===== config.mk =====
export PLATFORM = sky130hd
export DESIGN_NAME = frac_time_counter
export DESIGN_NICKNAME = d
export VERILOG_FILES = /design/src/rtl/ftc_pkg.sv /design/src/rtl/ftc_accum.sv /design/src/rtl/ftc_counter.sv /design/src/rtl/ftc_snapshot.sv /design/src/rtl/frac_time_counter.sv
export SDC_FILE = /design/constraint.sdc
export NUM_CORES = 1
export LEC_CHECK = 0
export CORE_ASPECT_RATIO = 2
export CORE_MARGIN = 4
export CORE_UTILIZATION = 36
export DETAILED_ROUTE_END_ITERATION = 8
export DONT_BUFFER_PORTS = 1
export SLEW_MARGIN = 20
export SYNTH_ARGS = -nofsm -noshare
export SYNTH_HDL_FRONTEND = slang
export SYNTH_HIERARCHICAL = 1
export SYNTH_SLANG_ARGS = --single-unit

===== constraint.sdc =====
create_clock -name clk -period 3.85 [get_ports clk]
set_clock_uncertainty 0.1 [all_clocks]
set_input_delay 0.1925 -clock clk [delete_from_list [all_inputs] [get_ports clk]]
set_output_delay 0.1925 -clock clk [all_outputs]
set_load 0.05 [all_outputs]

===== src/rtl/ftc_pkg.sv =====
package ftc_pkg;
   // Structure of the time increment: one wide adder, or two word halves
   // where the upper half steps on the lower half reaching all ones.
   typedef enum logic {INC_FLAT = 1'b0, INC_SPLIT = 1'b1} ftc_inc_e;

   localparam int unsigned FTC_TIME_W = 64;
   localparam int unsigned FTC_WORD_W = 32;
   localparam int unsigned FTC_ACC_W  = 32;
endpackage


===== src/rtl/ftc_accum.sv =====
module ftc_accum #(
   parameter int unsigned ACC_W = 32
) (
   input  logic             clk,
   input  logic             rst_n,
   input  logic             clear,
   input  logic [ACC_W-1:0] addend,
   output logic [ACC_W-1:0] acc_q,
   output logic             carry
);
   logic [ACC_W:0] sum;

   always_comb begin
      sum   = {1'b0, acc_q} + {1'b0, addend};
      carry = sum[ACC_W];
   end

   always_ff @(posedge clk or negedge rst_n) begin
      if (!rst_n)     acc_q <= '0;
      else if (clear) acc_q <= '0;
      else            acc_q <= sum[ACC_W-1:0];
   end
endmodule


===== src/rtl/ftc_counter.sv =====
module ftc_counter
   import ftc_pkg::*;
#(
   parameter int unsigned TIME_W = 64,
   parameter int unsigned WORD_W = 32,
   parameter ftc_inc_e    INC_STYLE = INC_SPLIT
) (
   input  logic              clk,
   input  logic              rst_n,
   input  logic              load,
   input  logic [TIME_W-1:0] load_val,
   input  logic              inc,
   output logic [TIME_W-1:0] time_q
);
   localparam int unsigned HI_W = TIME_W - WORD_W;

   logic [TIME_W-1:0] time_inc;

   generate
      if (INC_STYLE == INC_SPLIT) begin : g_split
         logic [WORD_W-1:0] lo_part;
         logic [HI_W-1:0]   hi_part;
         logic              lo_full;
         always_comb begin
            lo_part  = time_q[WORD_W-1:0];
            hi_part  = time_q[TIME_W-1:WORD_W];
            lo_full  = &lo_part;
            time_inc = {hi_part + {{(HI_W-1){1'b0}}, lo_full},
                        lo_part + {{(WORD_W-1){1'b0}}, 1'b1}};
         end
      end else begin : g_flat
         always_comb time_inc = time_q + {{(TIME_W-1){1'b0}}, 1'b1};
      end
   endgenerate

   always_ff @(posedge clk or negedge rst_n) begin
      if (!rst_n)    time_q <= '0;
      else if (load) time_q <= load_val;
      else if (inc)  time_q <= time_inc;
   end
endmodule


===== src/rtl/ftc_snapshot.sv =====
module ftc_snapshot #(
   parameter int unsigned WORD_W = 32,
   parameter int unsigned HI_W   = 32
) (
   input  logic              clk,
   input  logic              rst_n,
   input  logic              capture,
   input  logic [WORD_W-1:0] lo_in,
   input  logic [HI_W-1:0]   hi_in,
   output logic [WORD_W-1:0] lo_q,
   output logic [HI_W-1:0]   hi_q
);
   always_ff @(posedge clk or negedge rst_n) begin
      if (!rst_n) begin
         lo_q <= '0;
         hi_q <= '0;
      end else if (capture) begin
         lo_q <= lo_in;
         hi_q <= hi_in;
      end
   end
endmodule


===== src/rtl/frac_time_counter.sv =====
module frac_time_counter
   import ftc_pkg::*;
#(
   parameter int unsigned TIME_W      = FTC_TIME_W,
   parameter int unsigned WORD_W      = FTC_WORD_W,
   parameter int unsigned ACC_W       = FTC_ACC_W,
   parameter logic [31:0] INIT_ADDEND = 32'h0,
   parameter ftc_inc_e    INC_STYLE   = INC_SPLIT
) (
   input  logic                     clk,
   input  logic                     rst_n,
   input  logic                     addend_wr,
   input  logic [ACC_W-1:0]         addend_in,
   input  logic                     time_hi_wr,
   input  logic                     time_lo_wr,
   input  logic [WORD_W-1:0]        time_wdata,
   input  logic                     rd_lo,
   output logic [WORD_W-1:0]        snap_lo,
   output logic [TIME_W-WORD_W-1:0] snap_hi,
   output logic [TIME_W-1:0]        time_now
);
   localparam int unsigned HI_W = TIME_W - WORD_W;

   // Elaboration-time parameter checks
   if (TIME_W != 2 * WORD_W) begin : g_bad_time_w
      $error("TIME_W must be twice WORD_W");
   end
   if (ACC_W < 2 || ACC_W > 32) begin : g_bad_acc_w
      $error("ACC_W must lie between 2 and 32");
   end
   if (WORD_W < 2) begin : g_bad_word_w
      $error("WORD_W must be at least 2");
   end

   logic [ACC_W-1:0] addend_q;
   logic [ACC_W-1:0] acc_q;
   logic [HI_W-1:0]  stage_hi;
   logic             carry;

   always_ff @(posedge clk or negedge rst_n) begin
      if (!rst_n)         addend_q <= INIT_ADDEND[ACC_W-1:0];
      else if (addend_wr) addend_q <= addend_in;
   end

   always_ff @(posedge clk or negedge rst_n) begin
      if (!rst_n)          stage_hi <= '0;
      else if (time_hi_wr) stage_hi <= time_wdata;
   end

   ftc_accum #(.ACC_W(ACC_W)) u_accum (
      .clk    (clk),
      .rst_n  (rst_n),
      .clear  (time_lo_wr),
      .addend (addend_q),
      .acc_q  (acc_q),
      .carry  (carry)
   );

   ftc_counter #(.TIME_W(TIME_W), .WORD_W(WORD_W), .INC_STYLE(INC_STYLE)) u_counter (
      .clk      (clk),
      .rst_n    (rst_n),
      .load     (time_lo_wr),
      .load_val ({stage_hi, time_wdata}),
      .inc      (carry),
      .time_q   (time_now)
   );

   ftc_snapshot #(.WORD_W(WORD_W), .HI_W(HI_W)) u_snap (
      .clk     (clk),
      .rst_n   (rst_n),
      .capture (rd_lo),
      .lo_in   (time_now[WORD_W-1:0]),
      .hi_in   (time_now[TIME_W-1:WORD_W]),
      .lo_q    (snap_lo),
      .hi_q    (snap_hi)
   );
endmodule


* Word-level counts from Yosys, hierarchy flattened *
Index checks and enable logic that the tools add are counted.

word-level totals
  bits in registers = 224
  input port bits = 70
  output and inout bits = 128
  logic and storage cells = 14

operators by class
  add/subtract/negate cells = 3
  multiplexer cells = 3
  reduce and logical (&&, ||, !) cells = 2

operator list
  kind                   number
  $mux 64                2
  $add 32x32->33         1
  $add 32x1->32          1
  $add 32x1->32 const B  1
  $mux 32                1
  $reduce_and 32->1      1
  $reduce_bool 2->1      1

* Logic depth before layout (Yosys ltp) *
Gate-level depths: netlist of the first run.

  depth in word-level cells = 4
  gate-level depth with buffers = 15
  gate-level depth less buffers = 13

* Cells and area by module *
The synthesis of the first run kept the hierarchy.

modules (own cells, without submodules)
  module             instances  cells each  area each (µm²)
  ftc_counter        1          431         3767.4
  ftc_accum          1          342         2889.0
  frac_time_counter  1          136         2690.1
  ftc_snapshot       1          135         2678.8

* Worst setup path after synthesis of the first run *
No wires, ideal clock.

  path type = flip-flop to flip-flop
  from = register addend_q[0]
  to = register u_counter.time_q[56]
  library setup time = 82 ps
  data arrival time = 3657 ps
  path slack = 11 ps
  cell stages (with the launch flop) = 16
  path buffers = 2
  clock period less this slack = 3839 ps
  path through = dfrtp_1 ha_1 inv_1 fa_1 and2b_1 o2111a_1 o21ai_2 a2111oi_4 o21ai_1 o21ai_0 buf_2 nand3_1 or3_1 clkbuf_1 or4_1 a31oi_1

on the way
  longest elaborated chain between the ends = 2

ends and longest elaborated chain
  element                             RTL line                 RTL
  start: declaration                  frac_time_counter.sv:35  logic [ACC_W-1:0] addend_q;
  start signal: assignment            frac_time_counter.sv:41  if (!rst_n) addend_q <= INIT_ADDEND[ACC_W-1:0];
  start signal: assignment            frac_time_counter.sv:42  else if (addend_wr) addend_q <= addend_in;
  $add 32x32->33                      ftc_accum.sv:14          sum = {1'b0, acc_q} + {1'b0, addend};
  named net carry                     frac_time_counter.sv:38  logic carry;
  $reduce_bool 2->1 (no source line)  --
  end signal: assignment              ftc_counter.sv:38        else if (load) time_q <= load_val;
  end signal: assignment              ftc_counter.sv:39        else if (inc) time_q <= time_inc;
  end: declaration                    ftc_counter.sv:13        output logic [TIME_W-1:0] time_q

The timed path passes the listed nets, and every way through them passes these cells.
A chain may end at the register's enable or synchronous reset.

* Final worst setup path of the first run *
  from = register addend_q[0]
  to = register u_counter.time_q[57]

The elaborated chain is that of the path after synthesis.

==> flow_summary.ini, run 1 <==
[worst_setup_path]
cpMostUsedCell = o21ai_2
cp_num_cells = 14
crit_slowest_cell = or4_1
crit_chain = ha_2 > inv_2 > fa_2 > and2b_1 > o2111a_1 > o21ai_2 > a2111oi_4 > o21ai_2 > o21ai_1 > buf_4 > nand4_1 > or3_4 > or4_1 > a31oi_1
cp_max_fo = 11
cpLargestDelayFamily = simple AND/OR/NAND/NOR gates
criticalPathCategory = register to register
arrival_ns = 4.11
endpoint_kind = register
crit_buf_inv = 2
reg2reg_depth = 14
cp_data_required_time_ns = 4.17
max_stage_delay_ns = 0.50
crit_path_start_kind = register

[floorplanning]
rows = 94
die_w_um = 137
die_h_um = 266
io_pins = 198
coreArea_mm2 = 0.0329
start_util_pct = 36.5
die_area_mm2 = 0.0366

[synthesis]
syn_area_per_cell_um2 = 11.5
ys_seq_area_share_pct = 46.6
synth_warnings = 6
syn_nets = 1150
ys_top_cells_by_area = dfrtp_1 47%, mux2_4 15%, ha_1 3.6%, nand2_1 2.4%, nor2_1 2.3%
async_flop_share_pct = 100
synth_seq_cells = 224
synth_top_area_cell = dfrtp_1
synth_top_area_share_pct = 46.6
synth_edf_count = 0
syn-cell-area_mm2 = 0.0120
synth_cells = 1044
ys.flop_type = dfrtp_1
synth.distinct_cells = 64

[clock_tree]
cts_buffer_depth = 3
clk_pin_slew_worst_paths_ns = 0.06
holdBufCountCts = 104
cts_root_buffer = clkbuf_16
insertion_delay_ns = 0.52
cts_tree = done
cts_max_level = 1
clock-sinks = 224
cts_buffers = 23

[cells_and_area]
drive_gt1_share_pct = 23.3
utilization_pct = 44.2
num-fill-cells = 3143
fin_cells = 1636
multiInputGateArea_mm2 = 0.00596
antenna_cells = 0
mostFrequentLayoutCell = dfrtp_1
regArea_mm2 = 0.00561
nNetsFinal = 1294
final_cell_mix = 224 x dfrtp_1, 120 x mux2_4, 101 x dlygate4sd3_1
syn2layout_area_growth_pct = 21.1

[power]
power_switching_mw = 3.40
p_sw_share_pct = 39.4
p_comb_share_pct = 32.5
leakagePower_nw = 6.30
irDropWorstVdd_mv = 0.542
power_density_mw_per_mm2 = 592
p_clk_share_pct = 25.6
p_int_mw = 5.23
pwr-share-seq_pct = 41.9

[status]
status = complete, but fails checks
violations = negative hold slack

[hold_path]
worstHoldPathType = input pin to async pin

[placed_design]
dp.cells = 1478
dp_hpwl_um = 23700
port_buffers = 0
gp_congestion = 0.867

[sta]
final-max-slew-violation-count = 0
rsz0062_at_grt = true
finalHoldViolations = 224
setup_violations = 0
worst_hold_slack_ns = -0.709
finalCritPeriodShare_pct = 98.5
period_minus_slack_ns = 3.79
fmax_ghz = 0.264
max_slew_margin_pct = 38.1
worst_pin_slew_ns = 0.929

[detailed_routing]
firstDrtPassIters = 5
drtIter0Drc = 567
vias_per_cell = 5.46
drc = 0
drt_wl_total_um = 34300
final_antenna_net_count = 0
vias = 8935
wl_per_cell_um = 21.0

[global_routing]
antenna_found_initial = 0
grt_pass1_vias = 9658
grt_pass1_wl_um = 53300
grt_overflow = 0
grt_max_degree = 225
grt_usage_pct = 18.6

[job]
max_cap_viol_count = 0
registers in the layout, indices dropped and copies added, names as in the netlist:
| register | cells |
|---|---|
| addend_q | 32 |
| stage_hi | 32 |
| u_accum/acc_q | 32 |
| u_counter/time_q | 64 |
| u_snap/hi_q | 32 |
| u_snap/lo_q | 32 |
power by group through the flow:
stage | sequential, mW | combinational [mW] | clock (mW)
final | 3.61 | 2.81 | 2.21
after global routing | 3.66 | 3.05 | 2.37
after CTS | 3.62 | 2.72 | 2.29
after detailed placement | 3.66 | 2.51 | 0
after global placement | 3.65 | 2.46 | 0
after floorplan | 3.72 | 1.80 | 0
synthesized netlist by cell type, types with 3 or more instances:
cell      instances
a211oi_1          6
a21o_1           10
a21oi_1          34
a31oi_1          36
and3_1            8
and4_1           12
buf_12           12
buf_2            10
buf_6             3
clkbuf_1         35
dfrtp_1         224
ha_1             35
inv_1            13
mux2_1            4
mux2_2           14
mux2_4          120
mux2i_1           5
nand2_1          77
nand3_1          35
nand4_1          38
nor2_1           74
nor2b_1          12
nor3_1           14
nor4_1            4
o211ai_1          5
o21a_1            8
o21ai_0          46
o21ai_1           3
o21bai_1          3
o221ai_1          4
o31ai_1          28
or3_1             7
or4_1            31
xnor2_1          17
xor2_1           22
cell type report:
class | instances | share of cell area [%]
Clock inverter | 12 | 0.730
Clock buffer | 29 | 4.24
Timing Repair Buffer | 181 | 11.6
Sequential cell | 224 | 38.5
Tap cell | 432 | 3.71
Multi-Input combinational cell | 745 | 40.9
Inverter | 13 | 0.344
routing by layer:
layer  vias up  routed length [um]  track usage [%]
met2       264               19300             36.0
met3        87                1580             2.87
met1      4441               11600             18.5
met4         0                1830             9.37
met5         -                   0                0
li1       4143                   -                -
through the flow:
stage,TNS [ns],setup WS (ns),instance area [um^2],total power [mW],hold slack (ns)
after floorplan,0,0.0114,12000,5.52,-0.203
after global placement,-0.0380,-0.0380,12600,6.12,-0.185
after CTS,0,0.0171,14400,8.63,-0.742
final,0,0.0574,14600,8.63,-0.709
after detailed placement,-0.720,-0.118,12600,6.17,-0.185
after global routing,-0.488,-0.0700,14600,9.08,-0.737
repair_timing:
| item | CTS | global route |
|---|---|---|
| buffers inserted | 2 | 10 |
| pin swaps | 3 | 6 |
| endpoints found under the hold margin | 437 | 224 |
| cloned | 0 | 1 |
| setup endpoints to repair | 23 | 33 |
| gates resized for setup | 4 | 15 |
cells by family (layout without fill, tap and decap cells):
group / Yosys count / count (layout) / synth area share, %
adder cells (fa/ha/maj): 36 / 36 / 3.81
XOR/XNOR: 39 / 39 / 2.84
AO/OA/AOI/OAI: 202 / 202 / 11.2
multiplexers: 143 / 143 / 17.1
buffers and inverters: 75 / 235 / 4.26
AND/OR/NAND/NOR: 325 / 325 / 14.2
flip-flops: 224 / 224 / 46.6
worst paths after layout:
kind / from / to / slack [ns]
max in group asynchronous: rst_n / stage_hi[4] / 3.93
setup / recovery: addend_q[0] / u_counter/time_q[57] / 0.06
hold / removal: rst_n / u_snap/hi_q[25] / -0.71
hold reg to reg: stage_hi[5] / u_counter/time_q[37] / 0.40
setup reg to reg: addend_q[0] / u_counter/time_q[57] / 0.06
min in group clk: rd_lo / u_snap/hi_q[1] / 0.08
worst register-to-register path: stages (launching register included):
cell	delay (ns)
dfrtp_1	0.37
ha_2	0.21
inv_2	0.05
fa_2	0.33
and2b_1	0.22
o2111a_1	0.23
o21ai_2	0.09
a2111oi_4	0.39
o21ai_2	0.11
o21ai_1	0.16
buf_4	0.18
nand4_1	0.15
or3_4	0.46
or4_1	0.50
a31oi_1	0.17
No activity file was read; power rests on OpenSTA's default activity.
==> inputs of run 2 (changes only) <==
--- a/config.mk
+++ b/config.mk
@@ -13,5 +13,4 @@
 export SLEW_MARGIN = 20
 export SYNTH_ARGS = -nofsm -noshare
 export SYNTH_HDL_FRONTEND = slang
-export SYNTH_HIERARCHICAL = 1
 export SYNTH_SLANG_ARGS = --single-unit
==> run 2 against run 1 <==
Net effect:
- core utilization rose by 1.0 points
- cell count rose by 4.2%
- register-to-register slack improved by 0.25 ns
- first-iteration DRC count rose by 13%
- critical path type unchanged
- synthesized area fell by 2.6%
- hold slack got worse by 0.010 ns
- the run still ends with negative hold slack left
- synthesized cell count rose by 7.7%
- sequential share of layout area rose by 0.10 points
- critical path depth fell by 3
- die area fell by 2.5%
- power rose by 31%
- via count rose by 8.5%
- critical endpoint is now u_counter.time_q[26]
==> flow_summary.ini, run 2 <==
[synthesis]
ys_seq_area_share_pct = 47.9
ys.flop_type = dfrtp_1
yosysMostFrequentCell = dfrtp_1
synth_warnings = 0
async_flop_share_pct = 100
synth_cells = 1124
synth_top_area_share_pct = 47.9
synth_seq_cells = 224
syn_nets = 1230
syn_area_per_cell_um2 = 10.4
synth_top_area_cell = dfrtp_1
ys_top_cells_by_area = dfrtp_1 48%, mux2_2 13%, a21oi_1 4.3%, ha_1 3.7%, o22a_1 3.2%
ys_top_cells_by_count = 224 x dfrtp_1, 131 x mux2_2, 100 x a21oi_1, 86 x nor2_1, 50 x nand2_1
synth_edf_count = 0
synth.distinct_cells = 61
syn-cell-area_mm2 = 0.0117

[global_routing]
grt_overflow = 0
grt_pass1_vias = 10257
grt_usage_pct = 20.0
grt_pass1_wl_um = 56700
antenna_found_initial = 0
grt_max_degree = 225

[detailed_routing]
vias = 9696
drtIter0Drc = 643
drt_wl_total_um = 36200
firstDrtPassIters = 5
final_antenna_net_count = 0
vias_per_cell = 5.69
wl_per_cell_um = 21.3
drc = 0

[power]
power_switching_mw = 5.30
p_int_mw = 6.01
leakagePower_nw = 6.07
irDropWorstVdd_mv = 0.647
p_sw_share_pct = 46.9
pwr-share-seq_pct = 45.8
p_clk_share_pct = 21.0
p_comb_share_pct = 33.2
power_density_mw_per_mm2 = 779

[floorplanning]
die_h_um = 263
die_w_um = 136
start_util_pct = 36.5
coreArea_mm2 = 0.0321
io_pins = 198
rows = 93
die_area_mm2 = 0.0356

[worst_setup_path]
r2r_setup_slack_ns = 0.31
timing.rr.start = addend_q[0]
cp_data_required_time_ns = 4.21
r2r-end = u_counter.time_q[26]
cp_max_fo = 21
cp-endpoint = u_counter.time_q[26]
criticalPathCategory = register to register
critPathLaunch = addend_q[0]
crit_path_start_kind = register
arrival_ns = 3.90
endpoint_kind = register
reg2reg_depth = 11

[clock_tree]
cts_max_level = 1
clk_pin_slew_worst_paths_ns = 0.06
holdBufCountCts = 139
cts_buffer_depth = 3
insertion_delay_ns = 0.52
cts_buffers = 23
cts_root_buffer = clkbuf_16
clock-sinks = 224
cts_tree = done

[cells_and_area]
syn2layout_area_growth_pct = 24.0
top_register = u_counter.time_q
drive_gt1_share_pct = 18.5
final_cell_mix = 224 x dfrtp_1, 135 x dlygate4sd3_1, 131 x mux2_2
nNetsFinal = 1368
largest_reg_flops = 64
utilization_pct = 45.2
mostFrequentLayoutCell = dfrtp_1
antenna_cells = 0

[sta]
max_slew_margin_pct = 40.8
fmax_ghz = 0.283
finalWorstSetupSlack_ns = 0.310
rsz0062_at_grt = false
fin_setup_tns_ns = 0
setup_violations = 0
worst_pin_slew_ns = 0.888
period_minus_slack_ns = 3.54
final-max-slew-violation-count = 0
finalHoldViolations = 224
worst_hold_slack_ns = -0.719
finalCritPeriodShare_pct = 91.9

[status]
violations = negative hold slack
status = complete, but fails checks

[hold_path]
worstHoldPathType = input pin to async pin

[job]
max_cap_viol_count = 0

[placed_design]
port_buffers = 0
gp_congestion = 0.876
pre_cts_slack_ns = 0.295
dp_hpwl_um = 24800
run 2: cell count changes in the layout (fill, tap and decap cells not counted), sizes merged, moves of 19 or more:
cell and delta:
a21oi +66, o31ai -25, o22a +43, buf -29
dlygate4sd3 +34, inv +19, nand2 -26, or4 -31
nand4 -21
run 2: power by group through the flow:
stage / Clock [mW] / Sequential [mW] / Combinational, mW
after CTS: 2.45 / 5.19 / 3.75
after global placement: 0 / 5.21 / 3.46
after global routing: 2.54 / 5.27 / 4.09
after floorplan: 0 / 5.48 / 2.22
final: 2.38 / 5.18 / 3.75
after detailed placement: 0 / 5.24 / 3.51
run 2: worst min path at each step:
stage	start	end	slack (ns)	depth (start not counted)
2_1_floorplan	rst_n	addend_q[0]	-0.20	0
3_3_place_gp	rst_n	u_snap.lo_q[0]	-0.20	0
3_5_place_dp	rst_n	u_snap.lo_q[1]	-0.20	0
4_1_cts	rst_n	u_snap.lo_q[1]	-0.76	0
5_1_grt	rst_n	u_snap.hi_q[4]	-0.75	0
6_report	rst_n	u_snap.hi_q[1]	-0.72	0
run 2: layout make-up:
cell class	count	area, um^2
multi-input combinational	793	5650
inverter	34	128
clock inverter	11	155
clock buffer	29	628
fill	3115	17600
sequential	224	5610
tap	427	534
timing repair buffer	186	1820
run 2: cells by family (layout without fill, tap and decap cells):
group | after synthesis | in the layout | share of synthesized area (%)
DFF | 224 | 224 | 47.9
xor gates and xnor gates | 19 | 19 | 1.42
adders and majority gates | 36 | 36 | 3.91
muxes | 136 | 136 | 13.0
AOI/OAI and AO/OA | 330 | 330 | 18.5
and+or+nand+nor | 272 | 272 | 11.2
buffers and inverters | 107 | 260 | 4.07
run 2: per-stage QoR:
stage               hold WS (ns)  instance area, um^2  power, mW  instances
floorplan                 -0.203                11700       7.70       1124
global placement          -0.197                12300       8.67       1525
detailed placement        -0.196                12300       8.75       1525
CTS                       -0.756                14500       11.4       1704
global route              -0.749                14500       11.9       1704
finish                    -0.719                14500       11.3       1704
run 2: metal layers:
| layer | vias up | wire length (um) | GRT usage (%) |
|---|---|---|---|
| met5 | - | 0 | 0 |
| met4 | 0 | 1860 | 9.98 |
| met3 | 94 | 1800 | 2.75 |
| met2 | 326 | 20200 | 38.4 |
| met1 | 4854 | 12400 | 20.5 |
| li1 | 4422 | - | - |
run 2: timing repair:
action / 4_1_cts / 5_1_grt
setup endpoints to repair: 0 / 3
setup buffers: 0 / 0
resized for setup: 0 / 2
hold endpoints to repair: 448 / 224
run 2: worst max-delay path, cell delays in order (launching register included):
cell	delay, ns
dfrtp_1	0.35
ha_1	0.22
inv_1	0.07
fa_1	0.39
nand2b_1	0.20
a21oi_2	0.17
o41a_2	0.24
a31oi_4	0.17
or4_4	0.71
buf_4	0.29
a22oi_1	0.35
o22a_1	0.20
